[src/rtl/utm_pkg.sv]
package utm_pkg;
  localparam int ADDR_W = 3;
  localparam logic [ADDR_W-1:0] A_CTRL = 3'd0;
  localparam logic [ADDR_W-1:0] A_REGA = 3'd1;
  localparam logic [ADDR_W-1:0] A_REGB = 3'd2;
  localparam logic [ADDR_W-1:0] A_CNT  = 3'd3;
  localparam logic [ADDR_W-1:0] A_FLAG = 3'd4;

  localparam int NCH   = 2;
  localparam int NFLAG = 5;
  localparam int F_UDF = 4;

  typedef struct packed {
    logic cap_b;
    logic cap_a;
    logic dbuf;
    logic pwm;
    logic down;
    logic run;
  } ctrl_t;

  localparam int CTRL_W = $bits(ctrl_t);
endpackage

[src/rtl/utm_edge_sync.sv]
module utm_edge_sync #(
  parameter int N = 2
) (
  input  logic         clk,
  input  logic         rst_n,
  input  logic [N-1:0] pin,
  output logic [N-1:0] rise
);
  logic [N-1:0] s1_q, s2_q, s3_q;

  always_ff @(posedge clk) begin
    if (!rst_n) begin
      s1_q <= '0;
      s2_q <= '0;
      s3_q <= '0;
    end else begin
      s1_q <= pin;
      s2_q <= s1_q;
      s3_q <= s2_q;
    end
  end

  assign rise = s2_q & ~s3_q;
endmodule

[src/rtl/utm_counter.sv]
module utm_counter #(
  parameter int W = 16
) (
  input  logic         clk,
  input  logic         rst_n,
  input  logic         run,
  input  logic         down,
  input  logic         pwm,
  input  logic [W-1:0] period,
  input  logic         ld,
  input  logic [W-1:0] ld_val,
  output logic [W-1:0] cnt,
  output logic         wrap,
  output logic         udf
);
  assign wrap = run & pwm & ~ld & (cnt >= period);
  assign udf  = run & ~pwm & down & ~ld & (cnt == '0);

  always_ff @(posedge clk) begin
    if (!rst_n)        cnt <= '0;
    else if (ld)       cnt <= ld_val;
    else if (run) begin
      if (pwm)         cnt <= wrap ? '0 : cnt + W'(1);
      else if (down)   cnt <= cnt - W'(1);
      else             cnt <= cnt + W'(1);
    end
  end
endmodule

[src/rtl/utm_chan.sv]
module utm_chan #(
  parameter int W = 16
) (
  input  logic         clk,
  input  logic         rst_n,
  input  logic         wr,
  input  logic [W-1:0] wr_data,
  input  logic         dbuf,
  input  logic         load,
  input  logic         cap_take,
  input  logic [W-1:0] cnt,
  output logic [W-1:0] shadow,
  output logic [W-1:0] active
);
  always_ff @(posedge clk) begin
    if (!rst_n)        shadow <= '0;
    else if (cap_take) shadow <= cnt;
    else if (wr)       shadow <= wr_data;
  end

  // A write on the refresh edge is forwarded so the new cycle uses it.
  always_ff @(posedge clk) begin
    if (!rst_n)             active <= '0;
    else if (cap_take)      active <= cnt;
    else if (wr && !dbuf)   active <= wr_data;
    else if (load)          active <= wr ? wr_data : shadow;
  end
endmodule

[src/rtl/updn_pwm_timer.sv]
module updn_pwm_timer
  import utm_pkg::*;
#(
  parameter int CNT_W = 16
) (
  input  logic              clk,
  input  logic              rst_n,
  input  logic              wr_en,
  input  logic [ADDR_W-1:0] wr_addr,
  input  logic [CNT_W-1:0]  wr_data,
  input  logic [ADDR_W-1:0] rd_addr,
  output logic [CNT_W-1:0]  rd_data,
  input  logic [NCH-1:0]    cap_in,
  output logic              pwm_out,
  output logic [NFLAG-1:0]  irq
);
  ctrl_t                       ctrl_q;
  logic [CNT_W-1:0]            cnt_q;
  logic                        wrap, udf;
  logic [NCH-1:0]              rise, cap_mode, cap_take, match, wr_ch;
  logic [NCH-1:0][CNT_W-1:0]   shadow_v, act_v;
  logic [CNT_W-1:0]            act_a, act_b;
  logic [NFLAG-1:0]            flags_q, flag_set, flag_clr;
  logic                        wr_ctrl, wr_cnt, wr_flag, dbuf_eff;

  assign wr_ctrl  = wr_en && (wr_addr == A_CTRL);
  assign wr_cnt   = wr_en && (wr_addr == A_CNT);
  assign wr_flag  = wr_en && (wr_addr == A_FLAG);
  assign dbuf_eff = ctrl_q.dbuf & ctrl_q.pwm;
  assign cap_mode = {ctrl_q.cap_b, ctrl_q.cap_a};

  always_ff @(posedge clk) begin
    if (!rst_n)       ctrl_q <= '0;
    else if (wr_ctrl) ctrl_q <= ctrl_t'(wr_data[CTRL_W-1:0]);
  end

  utm_edge_sync #(.N(NCH)) u_sync (
    .clk  (clk),
    .rst_n(rst_n),
    .pin  (cap_in),
    .rise (rise)
  );

  utm_counter #(.W(CNT_W)) u_cnt (
    .clk   (clk),
    .rst_n (rst_n),
    .run   (ctrl_q.run),
    .down  (ctrl_q.down),
    .pwm   (ctrl_q.pwm),
    .period(act_a),
    .ld    (wr_cnt),
    .ld_val(wr_data),
    .cnt   (cnt_q),
    .wrap  (wrap),
    .udf   (udf)
  );

  for (genvar gi = 0; gi < NCH; gi++) begin : g_ch
    localparam logic [ADDR_W-1:0] MY_ADDR = A_REGA + ADDR_W'(gi);
    logic cap_en;
    assign cap_en       = cap_mode[gi] & ~ctrl_q.pwm;
    assign cap_take[gi] = cap_en & rise[gi];
    assign wr_ch[gi]    = wr_en && (wr_addr == MY_ADDR);
    assign match[gi]    = ctrl_q.run & ~cap_en & ~wr_cnt & (cnt_q == act_v[gi]);

    utm_chan #(.W(CNT_W)) u_ch (
      .clk     (clk),
      .rst_n   (rst_n),
      .wr      (wr_ch[gi]),
      .wr_data (wr_data),
      .dbuf    (dbuf_eff),
      .load    (wrap),
      .cap_take(cap_take[gi]),
      .cnt     (cnt_q),
      .shadow  (shadow_v[gi]),
      .active  (act_v[gi])
    );
  end

  assign act_a = act_v[0];
  assign act_b = act_v[1];

  // Flags: setting wins over a clear in the same cycle.
  assign flag_set = {udf, cap_take, match};
  assign flag_clr = wr_flag ? wr_data[NFLAG-1:0] : '0;

  always_ff @(posedge clk) begin
    if (!rst_n) flags_q <= '0;
    else        flags_q <= (flags_q & ~flag_clr) | flag_set;
  end

  assign irq = flags_q;

  assign pwm_out = ctrl_q.pwm & (act_b != '0) & ((act_b >= act_a) | (cnt_q < act_b));

  always_comb begin
    unique case (rd_addr)
      A_CTRL:  rd_data = {{(CNT_W-CTRL_W){1'b0}}, ctrl_q};
      A_REGA:  rd_data = shadow_v[0];
      A_REGB:  rd_data = shadow_v[1];
      A_CNT:   rd_data = cnt_q;
      A_FLAG:  rd_data = {{(CNT_W-NFLAG){1'b0}}, flags_q};
      default: rd_data = '0;
    endcase
  end
endmodule

[config.mk]
export PLATFORM = sky130hd
export DESIGN_NAME = updn_pwm_timer
export DESIGN_NICKNAME = d
export VERILOG_FILES = /design/src/rtl/utm_pkg.sv /design/src/rtl/utm_edge_sync.sv /design/src/rtl/utm_counter.sv /design/src/rtl/utm_chan.sv /design/src/rtl/updn_pwm_timer.sv
export SDC_FILE = /design/constraint.sdc
export NUM_CORES = 1
export LEC_CHECK = 0
export ABC_AREA = 1
export CORE_ASPECT_RATIO = 0.75
export CORE_MARGIN = 2
export CORE_UTILIZATION = 45
export DETAILED_ROUTE_END_ITERATION = 16
export GPL_TIMING_DRIVEN = 0
export HOLD_SLACK_MARGIN = 0.05
export MAX_ROUTING_LAYER = met4
export PLACE_DENSITY = 0.67
export SLEW_MARGIN = 20
export SYNTH_ARGS = -nofsm -noshare
export SYNTH_HDL_FRONTEND = slang
export SYNTH_SLANG_ARGS = --single-unit
export TNS_END_PERCENT = 1
[constraint.sdc]
create_clock -name clk -period 2 [get_ports clk]
set_clock_uncertainty 0.15 [all_clocks]
set_input_delay 0.2 -clock clk [delete_from_list [all_inputs] [get_ports clk]]
set_output_delay 0.2 -clock clk [all_outputs]
set_load 0.02 [all_outputs]
# Yosys cells after proc, flatten, opt, wreduce, memory -nomap -nowiden
# Cells that the tools add are included.
# W data, S select, Z words.
[word_totals]
regBits = 97
in_bits = 27
output_inout_bits = 22
wordCells = 92
[classes]
add_sub_neg = 2
n_lt_le_gt_ge = 3
eq_ne = 10
n_mux = 17
bitwise_logic = 30
n_reduce_logical = 15
[op_table]
columns = ["cell", "count"]
rows = [
  ["$mux W16", 15],
  ["$pmux W16 S5", 1],
  ["$eq A16 B16 Y1", 2],
  ["$ge A16 B16 Y1", 2],
  ["$and A1 B1 Y1", 20],
  ["$add A16 B1 Y16 const B", 1],
  ["$logic_not A16 Y1", 1],
  ["$lt A16 B16 Y1", 1],
  ["$reduce_bool A16 Y1", 1],
  ["$sub A16 B1 Y16 const B", 1],
  ["$eq A3 B2 Y1 const B", 4],
  ["$logic_and A1 B1 Y1", 7],
  ["$eq A3 B1 Y1 const B", 2],
  ["$eq A3 B3 Y1 const B", 2],
  ["$logic_not A3 Y1", 2],
  ["$reduce_bool A3 Y1", 2],
  ["$and A5 B5 Y5", 1],
  ["$mux W5", 1],
  ["$not A5 Y5", 1],
  ["$or A5 B5 Y5", 1],
  ["$not A1 Y1", 4],
  ["$and A2 B2 Y2", 1],
  ["$not A2 Y2", 1],
  ["$reduce_bool A2 Y1", 1],
  ["other kinds (2)", 2],
]

# Logic depth before layout (Yosys ltp)
[depth]
depth_word = 9
mapped_depth = 17

# Hierarchy
# Synthesis repeated with hierarchy kept, for this count alone.
[hier_totals]
hier_cells = 1065
hier_area_um2 = 7076.8
[modules_own_cells]
columns = ["mod", "n_inst", "cells_each", "area_each_um2"]
rows = [
  ["utm_chan", 2, 195, 1498.9],
  ["updn_pwm_timer", 1, 338, 1998.2],
  ["utm_counter", 1, 315, 1900.6],
  ["utm_edge_sync", 1, 22, 180.2],
]

# Worst setup path after synthesis
# OpenSTA, ideal clock, no wires.
[synth_timing]
kind = "register to register"
from = "register u_cnt.cnt[7]"
to = "register g_ch[1].u_ch.active[5]"
t_arrival_ps = 1714
slack_ps = 19
stages_incl_launch_ff = 13
synth_period_minus_slack_ps = 1981
path_cell_list = "dfxtp_1 ha_1 nand2_1 nor2_2 nand2_1 o21ai_1 nor2_1 nand2_2 nand2_4 buf_8 buf_4 a21boi_0 nor2_1"
[synth_via]
elab_chain_cells = 3
[synth_rtl]
columns = ["element", "line_no", "rtl"]
rows = [
  ["start: declaration", "utm_counter.sv:12", "output logic [W-1:0] cnt,"],
  ["start signal: assignment", "utm_counter.sv:21", "else if (ld) cnt <= ld_val;"],
  ["start signal: assignment", "utm_counter.sv:23", "if (pwm) cnt <= wrap ? '0 : cnt + W'(1);"],
  ["start signal: assignment", "utm_counter.sv:24", "else if (down) cnt <= cnt - W'(1);"],
  ["$ge A16 B16 Y1", "utm_counter.sv:16", "assign wrap = run & pwm & ~ld & (cnt >= period);"],
  ["$and A1 B1 Y1", "utm_counter.sv:16", ""],
  ["$reduce_bool A3 Y1 (no line)", "n/a", ""],
  ["end signal: assignment", "utm_chan.sv:24", "else if (cap_take) active <= cnt;"],
  ["end signal: assignment", "utm_chan.sv:25", "else if (wr && !dbuf) active <= wr_data;"],
  ["end signal: assignment", "utm_chan.sv:26", "else if (load) active <= wr ? wr_data : shadow;"],
  ["end: declaration", "utm_chan.sv:13", "output logic [W-1:0] active"],
]
# No other way between the ends.
# A chain may end at the register's enable or synchronous reset.

# Final worst setup path
[layout_timing]
from = "register u_cnt.cnt[1]"
to = "register flags_q[1], in the netlist irq[1]"
[layout_via]
elab_chain_cells = 3
[layout_rtl]
columns = ["element", "line_no", "rtl"]
rows = [
  ["$eq A16 B16 Y1", "updn_pwm_timer.sv:64", "assign match[gi] = ctrl_q.run & ~cap_en & ~wr_cnt & (cnt_q == act_v[gi]);"],
  ["$and A1 B1 Y1", "updn_pwm_timer.sv:64", ""],
  ["$or A5 B5 Y5", "updn_pwm_timer.sv:89", "else flags_q <= (flags_q & ~flag_clr) | flag_set;"],
  ["end signal: assignment", "updn_pwm_timer.sv:89", ""],
  ["end: declaration", "updn_pwm_timer.sv:23", "logic [NFLAG-1:0] flags_q, flag_set, flag_clr;"],
]
# No other way between the ends.

==> out/metrics.csv <==
stage,metric,value,unit
logic_synthesis,Yosys top cell area share,30.6,%
sta,RSZ-0062 raised after global routing,true,
floorplanning,Die ar.,15100,sq um
clocking,H-tree levels,3,
logic_synthesis,Mapped Area,6340,sq um
place,DPL Wire Length,16300,microns
setup_path,Critical Path RT,2130,ps
sta,worst-margin pin slew,701,ps
sta,setup violators final,51,
sta,number of hold violations in the final report,0,
floorplanning,Die H,107,microns
logic_synthesis,most numerous cell in the Yosys netlist,nand2_1,
logic_synthesis,YS warnings,0,
logic_synthesis,Synth area leaders,"dfxtp_1 31%, nand2_1 10%, ha_1 10%",
clocking,Sink Count,97,
setup_path,arrival time at the worst endpoint,2420,ps
place,Post-Place Worst Slack,-1040,ps
logic_synthesis,synth cell count leaders,"177 x nand2_1, 106 x inv_1, 97 x dfxtp_1",
clocking,Root Driver,clkbuf_16,
final_layout,Final Non-Filler Cells,1186,
routing,1st-iter DRT viols,841,
logic_synthesis,Synth Instances,921,
clocking,CTS tree,done,
final_layout,fin nets,1084,
run_status,failing checks,setup timing,
run_status,outcome,"finished, violations left",
global_routing,vias in the first global route,6228,
routing,WL final,22800,microns
sta,Slew HR,53.3,%
final_layout,area occupied by multi-input gates,4190,sq um
final_layout,layout cells sized above 1,24.3,%
worst_hold_path,min-delay worst type,primary input to flop,
floorplanning,core area,13700,sq um
power_and_ir_drop,Peak supply drop,0.392,mV
logic_synthesis,cell accounting for the most synthesized area,dfxtp_1,
final_layout,Final Core Density,59.3,%
logic_synthesis,ys async rst share,0,%
power_and_ir_drop,Combinational Power Share,23.7,%
floorplanning,Row Count,37,
global_routing,wire length of the first global-routing pass,34500,microns
setup_path,Startpoint Class,flop,
power_and_ir_drop,pwr dens,601,nW/um^2
routing,DR pass1 iterations,6,
logic_synthesis,synthesized flop and latch total,97,
routing,Vias/cell,5.71,
power_and_ir_drop,clock share of power,34.1,%
sta,final setup margin,-292,ps
setup_path,Worst R2R Setup Slack,-290,ps
routing,routed wire length per instance,19.2,microns
global_routing,initial antenna violation count,1,
final_layout,FF/Latch Area,2030,sq um
logic_synthesis,Synth Flop Type,dfxtp_1,
logic_synthesis,Yosys cell types,42,
clocking,clock-pin slew on the worst setup and hold paths,70,ps
sta,fin. max-slew vios,0,
setup_path,crit end category,flop,
place,Placed Cells,1144,
power_and_ir_drop,Pint,0.00336,W
clocking,Longest Clk Path Bufs,2,
routing,Routed Antenna Nets,0,
final_layout,Area Overhead vs Synth,28.7,%
logic_synthesis,syn_nets,999,
power_and_ir_drop,sw frac,31.5,%
place,GP Congestion,0.972,
sta,fin crit period,2290,ps
global_routing,largest net degree at the start of global routing,16,
clocking,worst-skew pair later-pin latency,350,ps
routing,total number of vias,6777,
global_routing,gr usage total,30.8,%
power_and_ir_drop,Psw,0.00154,W
final_layout,Final Instance Area,8160,sq um
logic_synthesis,sequential share of the synthesized area,30.6,%
place,IO buf count,48,
power_and_ir_drop,Seq pwr share,42.2,%
routing,Post-route DRC,0,
global_routing,gr ovfl total,0,
power_and_ir_drop,leak pwr,3.50,nW
setup_path,CP Class,flop to flop,
sta,FMAX,0.436,GHz
logic_synthesis,number of flops mapped to enable cells by yosys,0,
power_and_ir_drop,Final Power,0.00490,W
place,placed inst area,7040,sq um
final_layout,fill count,1300,
floorplanning,initial cell density of the core,46.1,%
clocking,TritonCTS Buffers,9,
logic_synthesis,Mean Syn Cell Area,6.88,sq um
flow_run,Max Cap Violations,0,
sta,Final Cycle Share,115,%
clocking,cts hold-fix bufs,0,
floorplanning,I/O pins,49,
floorplanning,Die W,141,microns
setup_path,maximum fanout along the worst path,3,
==> sequential cells by signal (all words and copies together) (netlist names) <==
name / flops
u_sync.s2_q: 2
ctrl_q: 4
u_sync.s1_q: 2
g_ch.u_ch.shadow: 32
cap_mode: 2
irq: 5
u_sync.s3_q: 2
g_ch.u_ch.active: 32
u_cnt.cnt: 16
==> power by group through the flow <==
stage | Clock (W) | Combinational (W) | Sequential [W]
after CTS | 0.00167 | 0.00105 | 0.00206
after floorplan | 0 | 0.000583 | 0.00209
final | 0.00167 | 0.00116 | 0.00207
after detailed placement | 0 | 0.000869 | 0.00211
after global placement | 0 | 0.000863 | 0.00211
after global routing | 0.00175 | 0.00127 | 0.00207
==> per-stage QoR <==
stage               hold WS, ps  setup TNS [ps]
finish                      239           -5040
global route                254           -9710
CTS                         240           -7470
global placement            247          -50970
detailed placement          252          -50040
floorplan                   148               0
==> repair_timing <==
action | in CTS | in global routing
pin swaps | 24 | 18
setup buffers | 23 | 2
gates cloned | 1 | 0
resized for setup | 170 | 79
setup endpoints to repair | 66 | 67
==> kinds of logic after synthesis <==
family	synth area share, %
flip-flops	30.6
AND/OR/NAND/NOR	25.3
buffers and inverters	11.2
XOR/XNOR	0.967
adder cells (fa/ha/maj)	10.1
AO/OA/AOI/OAI	21.8
==> worst max-delay path: stages (launching register included) <==
cell,delay [ps]
dfxtp_4,390
ha_4,270
inv_2,30
buf_4,120
buf_4,120
buf_4,120
buf_4,120
buf_4,120
buf_4,120
nor4_2,280
nand4_1,210
a21oi_2,180
==> area by class of cell <==
class                      instances  area share (%)
antenna                            1          0.0307
buffer                            42            3.44
clock buffer                      11            3.10
clock inverter                     4           0.353
inverter                         130            6.10
multi-input combinational        652            51.3
sequential                        97            24.8
tap                              175            2.68
timing repair buffer              74            8.11
==> layout by cell type, fill, tap and decap left out, types with 28 or more instances in the layout <==
cell type	count
nand2_1	165
inv_1	91
nor2_1	83
o21ai_1	68
dfxtp_1	63
a21oi_1	39
o211ai_1	36
inv_2	32
ha_1	30
nand3_1	29
clkdlybuf4s50_1	28
==> metal layers <==
| metal | vias up | global-route usage [%] | routed length (microns) |
|---|---|---|---|
| li1 | 3241 | - | - |
| met1 | 3141 | 44.0 | 10500 |
| met2 | 335 | 43.0 | 9200 |
| met3 | 60 | 7.06 | 2310 |
| met4 | 0 | 9.86 | 776 |
| met5 | - | - | 0 |
==> path summary, 6_finish.rpt <==
kind / from / to / depth (start not counted)
worst min-delay path: cap_in[0] / u_sync.s1_q[0] / 3
worst max register to register: u_cnt.cnt[1] / irq[1] / 11
worst max-delay path: u_cnt.cnt[1] / irq[1] / 11
worst min register to register: u_sync.s1_q[1] / u_sync.s2_q[1] / 2
Power figures use the tool's default switching activity.
